<file path="config.mk">
export PLATFORM = sky130hd
export DESIGN_NAME = mbx_lock
export DESIGN_NICKNAME = d
export VERILOG_FILES = /design/src/rtl/mbx_lock.sv
export SDC_FILE = /design/constraint.sdc
export NUM_CORES = 1
export LEC_CHECK = 0
export BUFFER_PORTS_ARGS = -buffer_cell sky130_fd_sc_hd__buf_2
export CORE_MARGIN = 2
export CORE_UTILIZATION = 49
export DETAILED_ROUTE_END_ITERATION = 12
export GPL_ROUTABILITY_DRIVEN = 0
export MAX_ROUTING_LAYER = met4
export PLACE_DENSITY = 0.74
export SYNTH_ARGS = -nofsm -noshare
export SYNTH_HDL_FRONTEND = slang
export SYNTH_SLANG_ARGS = --single-unit
</file>
<file path="constraint.sdc">
create_clock -name clk -period 1.8 [get_ports clk]
set_input_delay 0.36 -clock clk [delete_from_list [all_inputs] [get_ports clk]]
set_output_delay 0.36 -clock clk [all_outputs]
set_load 0.02 [all_outputs]
</file>
<file path="src/rtl/mbx_lock.sv">
module mbx_lock #(
  parameter int TIMEOUT_CYC = 100000
) (
  input  logic       clk,
  input  logic       rst_n,
  input  logic       send_req,
  input  logic       get_req,
  input  logic [3:0] get_id,
  input  logic       rsp_ready,
  input  logic       fcs_last,
  input  logic       xfer_abort,
  input  logic       bus_low,
  input  logic       timeout_dis,
  output logic       cc_valid,
  output logic [7:0] cc_code,
  output logic       abort_fcs,
  output logic       rd_active,
  output logic       lock_held,
  output logic [3:0] lock_id
);
  localparam int CNT_W = (TIMEOUT_CYC > 2) ? $clog2(TIMEOUT_CYC) : 1;
  localparam logic [CNT_W-1:0] CNT_LAST = CNT_W'(TIMEOUT_CYC - 1);
  localparam logic [3:0] CC_PASS = 4'h4;
  localparam logic [7:0] CC_BUSY = 8'h81;
  localparam logic [7:0] CC_FAIL = 8'h80;

  logic [3:0]       next_id;
  logic [CNT_W-1:0] low_cnt;

  wire count_en = lock_held & ~timeout_dis & bus_low;
  wire expire   = count_en & (low_cnt == CNT_LAST);
  wire release_ = rd_active & fcs_last;
  wire drop     = release_ | expire;
  wire id_hit   = lock_held & ~drop & (get_id == lock_id);

  always_ff @(posedge clk) begin
    if (!rst_n) begin
      cc_valid  <= 1'b0;
      cc_code   <= 8'h00;
      abort_fcs <= 1'b0;
      rd_active <= 1'b0;
      lock_held <= 1'b0;
      lock_id   <= 4'h0;
      next_id   <= 4'h0;
      low_cnt   <= '0;
    end else begin
      cc_valid  <= 1'b0;
      abort_fcs <= 1'b0;

      if (count_en && !expire) low_cnt <= low_cnt + 1'b1;

      if (rd_active && xfer_abort) rd_active <= 1'b0;

      if (drop) begin
        lock_held <= 1'b0;
        rd_active <= 1'b0;
      end

      if (send_req) begin
        cc_valid <= 1'b1;
        if (!lock_held) begin
          lock_held <= 1'b1;
          lock_id   <= next_id;
          next_id   <= next_id + 1'b1;
          low_cnt   <= '0;
          cc_code   <= {CC_PASS, next_id};
        end else begin
          cc_code   <= CC_BUSY;
        end
      end else if (get_req) begin
        if (id_hit) begin
          if (rsp_ready) begin
            cc_valid  <= 1'b1;
            cc_code   <= {CC_PASS, lock_id};
            rd_active <= 1'b1;
          end else begin
            abort_fcs <= 1'b1;
          end
        end else begin
          cc_valid <= 1'b1;
          cc_code  <= CC_FAIL;
        end
      end
    end
  end
endmodule

</file>
==> run_results.csv, run 1 <==
group,metric,value,unit
setup_path,crit_slowest_cell,"or4_4",
placed_design,pre_cts_ws,-0.08396,ns
synthesis,synth_top_area_share,41.09,%
global_route,grt-ovfl-total,0,
outcome,status,"finished with violations",
drt,wl,3742,µm
placed_design,place_hpwl,2708,µm
synthesis,avgSynthCellArea,8.746,µm²
setup_path,r2r_slack,-0.08,ns
floorplanning,die_width,63.00,µm
pwr,p_int,1.084,mW
setup_path,crit_path_end_kind,"flop",
global_route,antenna_found_initial,0,
timing,finalCritPeriodShare,104.4,%
synthesis,syn_area,1705,µm²
min_path,whs_endpoint,"rd_active",
setup_path,cp.required,2.07,ns
timing,fin_crit,1.880,ns
setup_path,cp_top_family,"simple AND/OR/NAND/NOR gates",
cts,cts_inserted_buffers,5,
global_route,grt_max_degree,18,
floorplanning,pin_count,29,
pwr,swShare,25.77,%
finish,nFillCells,291,
floorplanning,num_rows,21,
cts,cts_num_sinks,35,
drt,drc,0,
finish,syn2layout_area_growth,28.61,%
min_path,hold_depth,3,
timing,grt_setup_unrepaired,"yes",
setup_path,path_max_fanout,5,
pwr,pwr-share-seq,55.1,%
setup_path,cp_cell_sequence,"or4_4 -> nor4_4 -> buf_4 -> a22oi_2 -> nor4b_4 -> a221oi_2",
setup_path,cp-start-kind,"flop",
pwr,combPwrFrac,11.1,%
pwr,power_leakage,0.8683,nW
pwr,report.power.total,1.460,mW
drt,vias_per_cell,5.209,
drt,ant_nets,0,
cts,htreeDepth,2,
synthesis,synth_edf_count,0,
outcome,violations,"setup timing",
flow_run,maxCapViolCount,0,
setup_path,crit_type,"reg -> reg",
finish,antennaDiodeCount,0,
cts,clock_path_buffers,2,
setup_path,reg2regPathDepth,6,
setup_path,r2r_start,"low_cnt[14]",
drt,wl_per_cell,12.64,µm
timing,drv_slew,0,
cts,cts_root_buf,"clkbuf_4",
synthesis,netlist_top_cells_count,"35 x dfxtp_1, 31 x nand2_1, 21 x nor2_1, 11 x xnor2_1, 11 x xor2_1",
drt,drt-initial-drc-count,102,
setup_path,max_stage_delay,0.54,ns
pwr,p_clk_share,33.9,%
synthesis,synth_cell_types,41,
synthesis,synth_area_leaders,"dfxtp_1 41%, nand2_1 6.8%, xnor2_1 5.6%, xor2_1 5.6%, nor2_1 4.6%",
synthesis,synth_area_leader_cell,"dfxtp_1",
min_path,hold_start,"xfer_abort",
timing,setup_viol,8,
synthesis,synth-seq-cells,35,
floorplanning,die_h,63.00,µm
synthesis,yosysMostFrequentCell,"dfxtp_1",
finish,final_cell_count_no_fill,296,
placed_design,io_buffers,26,
global_route,grtUsageTotal,21.41,%
synthesis,synth_ff_type,"dfxtp_1",
drt,via_count,1542,
cts,worstSkewPairLatency,0.34,ns
cts,cts_tree,"built",
synthesis,async_flop_share,0,%
global_route,grt_pass1_wl,6520,µm
setup_path,worst-path-buf-inv,1,
min_path,hold_class,"in -> reg",
synthesis,synth_seq_area_share,41.09,%
timing,setup_slack,-0.08006,ns
cts,hold_buffers,0,
finish,nets,264,
synthesis,synth-warning-count,0,
finish,layout-drive-gt1-share,34.00,%
placed_design,dpl.cell_count,285,
setup_path,reg2reg_to,"cc_code[2]",
pwr,power.density,665.7,nW/µm²
timing,final-hold-violation-count,0,
synthesis,syn-instance-count,195,
pwr,p_sw,376.3,µW
drt,detail_route.first_pass.iterations,4,
global_route,grt_pass1_vias,1486,
timing,max_freq,531.9,MHz
floorplanning,dieArea,3968,µm²
setup_path,worstPathArrival,2.15,ns
pwr,ir_drop,0.0004331,V
timing,clock_skew,0.01603,ns
cts,clk_transition_reported_paths,0.12,ns
floorplanning,initial_core_util,51.11,%
floorplanning,coreArea,3337,µm²
==> layout by cell type (no fill, tap or decap), types with 5 or more instances in the layout <==
cell type	synthesis	routed
clkbuf_4	0	5
buf_2	0	26
nand2_1	31	30
dfxtp_1	35	31
buf_4	3	29
o21ai_0	5	5
nor2_1	21	20
a21boi_0	6	6
xor2_1	11	11
nand3_1	8	8
xnor2_1	11	11
nand4_1	5	5
==> layer usage <==
layer	global-route usage (%)	vias up	share of wire, %
li1	-	777	-
met1	26.69	720	46
met2	33.78	41	47
met3	5.225	4	5.9
met4	7.500	0	1.3
met5	-	-	0
==> power groups by stage <==
stage	combinational, mW	sequential [mW]	clock [mW]
5_1_grt	0.179	0.807	0.548
6_report	0.161	0.804	0.494
4_1_cts	0.156	0.803	0.507
3_3_place_gp	0.151	0.821	0
2_1_floorplan	0.0833	0.834	0
3_5_place_dp	0.153	0.821	0
==> worst register-to-register path, delay by kind of cell (launching register included) <==
kind / cells / cell delay [ns]
and+or+nand+nor: 3 / 1.04
DFF: 1 / 0.33
AOI/OAI and AO/OA: 2 / 0.29
buffers and inverters: 1 / 0.16
==> flip-flops by register name, indices dropped and copies added (netlist names) <==
name       count
low_cnt       17
cc_code        6
lock_id        4
next_id        4
abort_fcs      1
cc_valid       1
lock_held      1
rd_active      1
==> metrics by stage <==
stage                     hold slack (ns)  util [%]  setup TNS (ns)  cell area [µm²]
after floorplan                    0.4732         -         -0.3329             1712
after global placement             0.4667     61.19        -0.06004             2042
after detailed placement           0.4759     61.19         -0.2859             2042
after CTS                          0.2673     64.04         -0.1804             2137
after global routing               0.2805     65.73          -1.395             2193
final                              0.2722     65.73         -0.2427             2193
==> layout make-up <==
| type | instances | area, µm² | share of cell area, % |
|---|---|---|---|
| Inverter | 4 | 15.01 | 0.6845 |
| Timing Repair Buffer | 55 | 347.8 | 15.86 |
| Sequential cell | 35 | 705.7 | 32.17 |
| Clock buffer | 8 | 68.82 | 3.137 |
| Tap cell | 46 | 57.56 | 2.624 |
| Multi-Input combinational cell | 148 | 998.5 | 45.52 |
==> how the worst max path moves through the flow <==
stage	end	startpoint	cells after the start
floorplan	cc_code[3]	low_cnt[14]	5
global placement	cc_code[3]	low_cnt[14]	5
detailed placement	cc_code[3]	low_cnt[14]	5
CTS	cc_code[2]	low_cnt[5]	6
global route	cc_code[2]	low_cnt[14]	6
finish	cc_code[2]	low_cnt[14]	6
==> repair_timing <==
item | CTS | global route
setup buffers | 2 | 3
endpoints found under the setup margin | 5 | 19
hold endpoints to repair | 0 | 0
pin swaps | 3 | 9
gates resized for setup | 1 | 11
==> kinds of logic after synthesis <==
| group | share of synthesized area, % |
|---|---|
| AND/OR/NAND/NOR | 30.52 |
| adder cells (fa/ha/maj) | 1.467 |
| flip-flops | 41.09 |
| buffers and inverters | 3.962 |
| other | 0.2199 |
| XOR/XNOR | 11.30 |
| AO/OA/AOI/OAI | 11.45 |
Note: power is estimated with default switching activity, not from simulation.
==> run 2, diff against run 1 <==
Settings changed: TNS_END_PERCENT from default to 50.
==> run 2 against run 1 <==
The flow still finishes with violations (setup timing). Die area unchanged. Fmax about the same. Sequential power about the same.
==> run_results.csv, run 2 (synthesis results as in run 1) <==
group,metric,value,unit
outcome,status,"finished with violations",
outcome,violations,"setup timing",
finish,antennaDiodeCount,0,
setup_path,worstPathArrival,2.09,ns
setup_path,path_max_fanout,5,
floorplanning,coreArea,3337,µm²
global_route,grt_most_used_layer,"met1",
cts,cts_tree,"built",
global_route,grt_pass1_wl,6230,µm
setup_path,cp.required,2.01,ns
global_route,use_met2,28.32,%
flow_run,maxCapViolCount,0,
drt,detail_route.first_pass.iterations,4,
setup_path,critPathCapture,"cc_code[3]",
finish,layout_commonest_cell,"nand2_1",
pwr,p_int,1.082,mW
finish,largest_reg_flops,17,
pwr,p_sw,367.3,µW
timing,drv_slew,0,
drt,wl_per_cell,12.49,µm
setup_path,crit_slowest_cell,"or4b_4",
pwr,report.power.total,1.449,mW
setup_path,reg2regPathDepth,5,
timing,fin_crit,1.881,ns
placed_design,io_buffers,26,
setup_path,r2r_start,"low_cnt[6]",
timing,grt_setup_unrepaired,"yes",
pwr,combPwrFrac,10.8,%
pwr,pwr-share-seq,55.5,%
cts,clock_path_buffers,2,
setup_path,crit_type,"reg -> reg",
setup_path,max_stage_delay,0.54,ns
placed_design,pre_cts_ws,-0.05880,ns
setup_path,worst-path-buf-inv,0,
setup_path,reg2reg_to,"cc_code[3]",
finish,top_register,"low_cnt",
floorplanning,pin_count,29,
drt,vias_per_cell,5.123,
cts,hold_buffers,0,
finish,layout-drive-gt1-share,33.33,%
finish,final_cell_count_no_fill,292,
timing,final-hold-violation-count,0,
setup_path,r2r_slack,-0.08,ns
setup_path,cp_cell_sequence,"or4b_4 -> nor4_4 -> nand2_1 -> a41oi_4 -> a221oi_2",
setup_path,startpoint,"low_cnt[6]",
drt,drc,0,
floorplanning,num_rows,21,
cts,cts_num_sinks,35,
global_route,use_met1,28.59,%
setup_path,cp_top_family,"simple AND/OR/NAND/NOR gates",
placed_design,dpl.cell_count,284,
global_route,grt-ovfl-total,0,
global_route,antenna_found_initial,0,
timing,max_freq,531.6,MHz
drt,ant_nets,0,
setup_path,cp-start-kind,"flop",
pwr,power_leakage,0.8655,nW
global_route,grt_max_degree,19,
drt,drt-initial-drc-count,126,
setup_path,crit_path_end_kind,"flop",
pwr,p_clk_share,33.6,%
cts,cts_inserted_buffers,5,
drt,via_count,1496,
floorplanning,dieArea,3968,µm²
timing,clock_skew,0.009358,ns
pwr,power.density,666.3,nW/µm²
finish,reg.largest.list,"low_cnt x17, cc_code x6",
floorplanning,die_width,63.00,µm
global_route,grt_pass1_vias,1344,
cts,htreeDepth,2,
cts,worstSkewPairLatency,0.34,ns
setup_path,cp.depth,5,
finish,nets,260,
pwr,ir_drop,0.0004918,V
floorplanning,die_h,63.00,µm
global_route,grtUsageTotal,20.95,%
timing,finalCritPeriodShare,104.5,%
cts,cts_root_buf,"clkbuf_4",
min_path,hold_start,"xfer_abort",
timing,setup_viol,6,
finish,syn2layout_area_growth,27.51,%
timing,setup_slack,-0.08109,ns
placed_design,place_hpwl,2594,µm
min_path,hold_class,"in -> reg",
finish,layout_common_cells,"31 x nand2_1, 29 x dfxtp_1, 26 x buf_2, 25 x buf_4, 21 x nor2_1",
cts,clk_transition_reported_paths,0.11,ns
timing,hold_slack,0.2822,ns
pwr,swShare,25.35,%
floorplanning,initial_core_util,51.11,%
finish,nFillCells,292,
drt,wl,3646,µm
global_route,met3_usage,6.667,%
## run 2: worst min-delay path: stages
cell	delay (ns)
buf_2	0.08
o32a_1	0.12
nor2_1	0.04
## run 2: worst min path at each step
stage | slack, ns | cells past startpoint | to
3_5_place_dp | 0.47 | 2 | cc_code[1]
6_report | 0.28 | 3 | rd_active
4_1_cts | 0.26 | 3 | rd_active
3_3_place_gp | 0.47 | 2 | cc_code[3]
5_1_grt | 0.28 | 3 | rd_active
2_1_floorplan | 0.47 | 2 | low_cnt[14]
## run 2: metrics by stage
step                      setup TNS (ns)  utilization [%]  instance area, µm²
after global routing             -0.7865            65.17                2175
after global placement          -0.05650            60.97                2034
after detailed placement         -0.1107            60.97                2034
after CTS                       -0.08335            63.55                2121
final                            -0.3477            65.17                2175
after floorplan                  -0.3481                -                1712
## run 2: area by class of cell
cell class	instances	area [µm²]	area share [%]
Tap cell	46	57.56	2.647
Inverter	4	15.01	0.6904
Clock buffer	8	68.82	3.165
Sequential cell	35	708.2	32.57
Timing Repair Buffer	51	317.8	14.61
Multi-Input combinational cell	148	1007	46.32
## run 2: power groups by stage
| stage | logic [mW] | clock network, mW | registers (mW) |
|---|---|---|---|
| finish | 0.157 | 0.487 | 0.805 |
| global route | 0.174 | 0.536 | 0.808 |
| CTS | 0.154 | 0.506 | 0.803 |
| detailed placement | 0.150 | 0 | 0.821 |
| global placement | 0.148 | 0 | 0.821 |
| floorplan | 0.0833 | 0 | 0.834 |
## run 2: layer usage
| metal | up-vias | part of all wire [%] |
|---|---|---|
| met5 | - | 0 |
| met4 | 0 | 1.9 |
| met3 | 5 | 5.3 |
| met2 | 34 | 45 |
| met1 | 691 | 47 |
| li1 | 766 | - |
## run 2: repair_timing
item / 4_1_cts / 5_1_grt
pin swaps: 1 / 11
hold endpoints to repair: 0 / 0
gates resized for setup: 2 / 12
setup endpoints to repair: 6 / 20
setup buffers: 0 / 0
==> run 3, diff against run 2 <==
Settings changed: CORE_UTILIZATION 49 to 59, PLACE_DENSITY 0.74 to 0.83.
Clock period 1.8 ns to 2.2 ns, I/O delays scaled along.
==> run 3 against run 2 <==
The run now ends clean. Worst setup slack gained 0.33 ns. Register-to-register slack gained 0.33 ns. Non-clock buffer count shrank 19. Critical path depth is the same. Largest cell class unchanged. Count of clock-buffer cells in the layout shrank 2. Largest power group unchanged.
==> run_results.csv, run 3 (synthesis results as in run 1) <==
group,metric,value,unit
cts,cts_root_buf,"clkbuf_4",
cts,hold_buffers,0,
cts,clk_transition_reported_paths,0.11,ns
global_route,grt_pass1_vias,1290,
setup_path,reg2regPathDepth,5,
setup_path,crit_path_end_kind,"flop",
pwr,report.power.total,1.267,mW
timing,tns,0,ns
timing,drv_slew,0,
timing,finalCritPeriodShare,88.72,%
cts,cts_inserted_buffers,5,
finish,largest_reg_flops,17,
setup_path,worstPathArrival,2.16,ns
min_path,hold_class,"in -> reg",
finish,utilization,70.96,%
timing,max_freq,512.3,MHz
setup_path,reg2reg_to,"cc_code[3]",
finish,nets,241,
setup_path,crit_type,"reg -> reg",
drt,detail_route.first_pass.iterations,4,
global_route,antenna_found_initial,0,
floorplanning,initial_core_util,61.84,%
timing,fin_crit,1.952,ns
global_route,grt_max_degree,19,
finish,final_cell_count_no_fill,258,
timing,slew_headroom,60.03,%
cts,cts_tree,"built",
min_path,whs_endpoint,"rd_active",
cts,worstSkewPairLatency,0.34,ns
cts,ctsResizeCount,0,
setup_path,worst-path-buf-inv,0,
setup_path,cp_cell_sequence,"or4_4 -> nor4_4 -> nand2_1 -> a41oi_2 -> a221oi_1",
finish,top_register,"low_cnt",
setup_path,r2r_slack,0.25,ns
setup_path,cp_top_family,"simple AND/OR/NAND/NOR gates",
timing,clock_skew,0.009143,ns
timing,worst_pin_slew,0.5940,ns
setup_path,cp-start-kind,"flop",
floorplanning,pin_count,29,
floorplanning,dieArea,3337,µm²
global_route,grt-ovfl-total,0,
drt,drc,0,
min_path,hold_start,"xfer_abort",
setup_path,crit_slowest_cell,"or4_4",
finish,antennaDiodeCount,0,
timing,setup_viol,0,
drt,wl_per_cell,13.36,µm
finish,layout_common_cells,"35 x dfxtp_1, 31 x nand2_1, 26 x buf_2, 21 x nor2_1",
placed_design,pre_cts_ws,0.2731,ns
placed_design,io_buffers,26,
global_route,grt_pass1_wl,5782,µm
floorplanning,die_width,57.77,µm
pwr,ir_drop,0.0008458,V
cts,clock_path_buffers,2,
floorplanning,num_rows,19,
drt,wl,3447,µm
setup_path,path_max_fanout,5,
drt,vias_per_cell,5.531,
finish,syn2layout_area_growth,14.75,%
drt,drt-initial-drc-count,74,
finish,nFillCells,216,
timing,final-hold-violation-count,0,
setup_path,r2r_start,"low_cnt[12]",
global_route,use_met1,29.70,%
floorplanning,die_h,57.77,µm
drt,ant_nets,0,
setup_path,cp.required,2.41,ns
global_route,met3_usage,6.920,%
pwr,power_leakage,0.7587,nW
cts,cts_setup_buffers,0,
cts,cts_num_sinks,35,
placed_design,place_hpwl,2538,µm
finish,layout-drive-gt1-share,22.47,%
timing,setup_slack,0.2481,ns
flow_run,maxCapViolCount,0,
timing,grt_setup_unrepaired,"no",
global_route,use_met2,33.93,%
finish,layout_commonest_cell,"dfxtp_1",
setup_path,max_stage_delay,0.54,ns
global_route,grtUsageTotal,23.36,%
drt,via_count,1427,
pwr,power.density,647.3,nW/µm²
floorplanning,coreArea,2758,µm²
placed_design,dpl.cell_count,250,
global_route,grt_most_used_layer,"met2",
finish,reg.largest.list,"low_cnt x17, cc_code x6",
min_path,hold_depth,3,
cts,htreeDepth,2,
outcome,status,"finished, final reports clean",
## run 3: metal layers
metal  up-vias  part of all wire, %
li1        727                    -
met1       648                   46
met2        47                   45
met3         5                  7.0
met4         0                  1.6
met5         -                    0
## run 3: tightest hold or removal path: stages
cell and delay (ns):
buf_2 0.08, o32a_1 0.11, nor2_1 0.03
## run 3: through the flow
stage               hold WS, ns  cell area [µm²]
CTS                      0.3499             1957
global placement         0.4599             1871
global route             0.3665             1957
finish                   0.3516             1957
floorplan                0.4739             1709
detailed placement       0.4681             1871
## run 3: report_power, final
part           internal, mW  total [mW]  switching [mW]
Clock                 0.268       0.489           0.221
Sequential            0.647       0.658          0.0113
Combinational        0.0454       0.119          0.0738
## run 3: layout make-up
cell class / count / area, µm² / area share [%]
multi-input combinational: 148 / 940.9 / 48.08
sequential: 35 / 700.7 / 35.81
clock inverter: 2 / 35.03 / 1.790
inverter: 4 / 15.01 / 0.7673
tap: 31 / 38.79 / 1.982
timing repair buffer: 32 / 175.2 / 8.951
clock buffer: 6 / 51.30 / 2.621
## run 3: how the worst max path moves through the flow
stage / from / endpoint / slack, ns / cells after the start
6_report: low_cnt[12] / cc_code[3] / 0.25 / 5
2_1_floorplan: low_cnt[11] / cc_code[1] / 0.30 / 5
5_1_grt: low_cnt[0] / low_cnt[16] / 0.07 / 6
3_3_place_gp: low_cnt[11] / cc_code[3] / 0.29 / 5
4_1_cts: low_cnt[12] / cc_code[1] / 0.26 / 5
3_5_place_dp: low_cnt[5] / cc_code[1] / 0.27 / 5
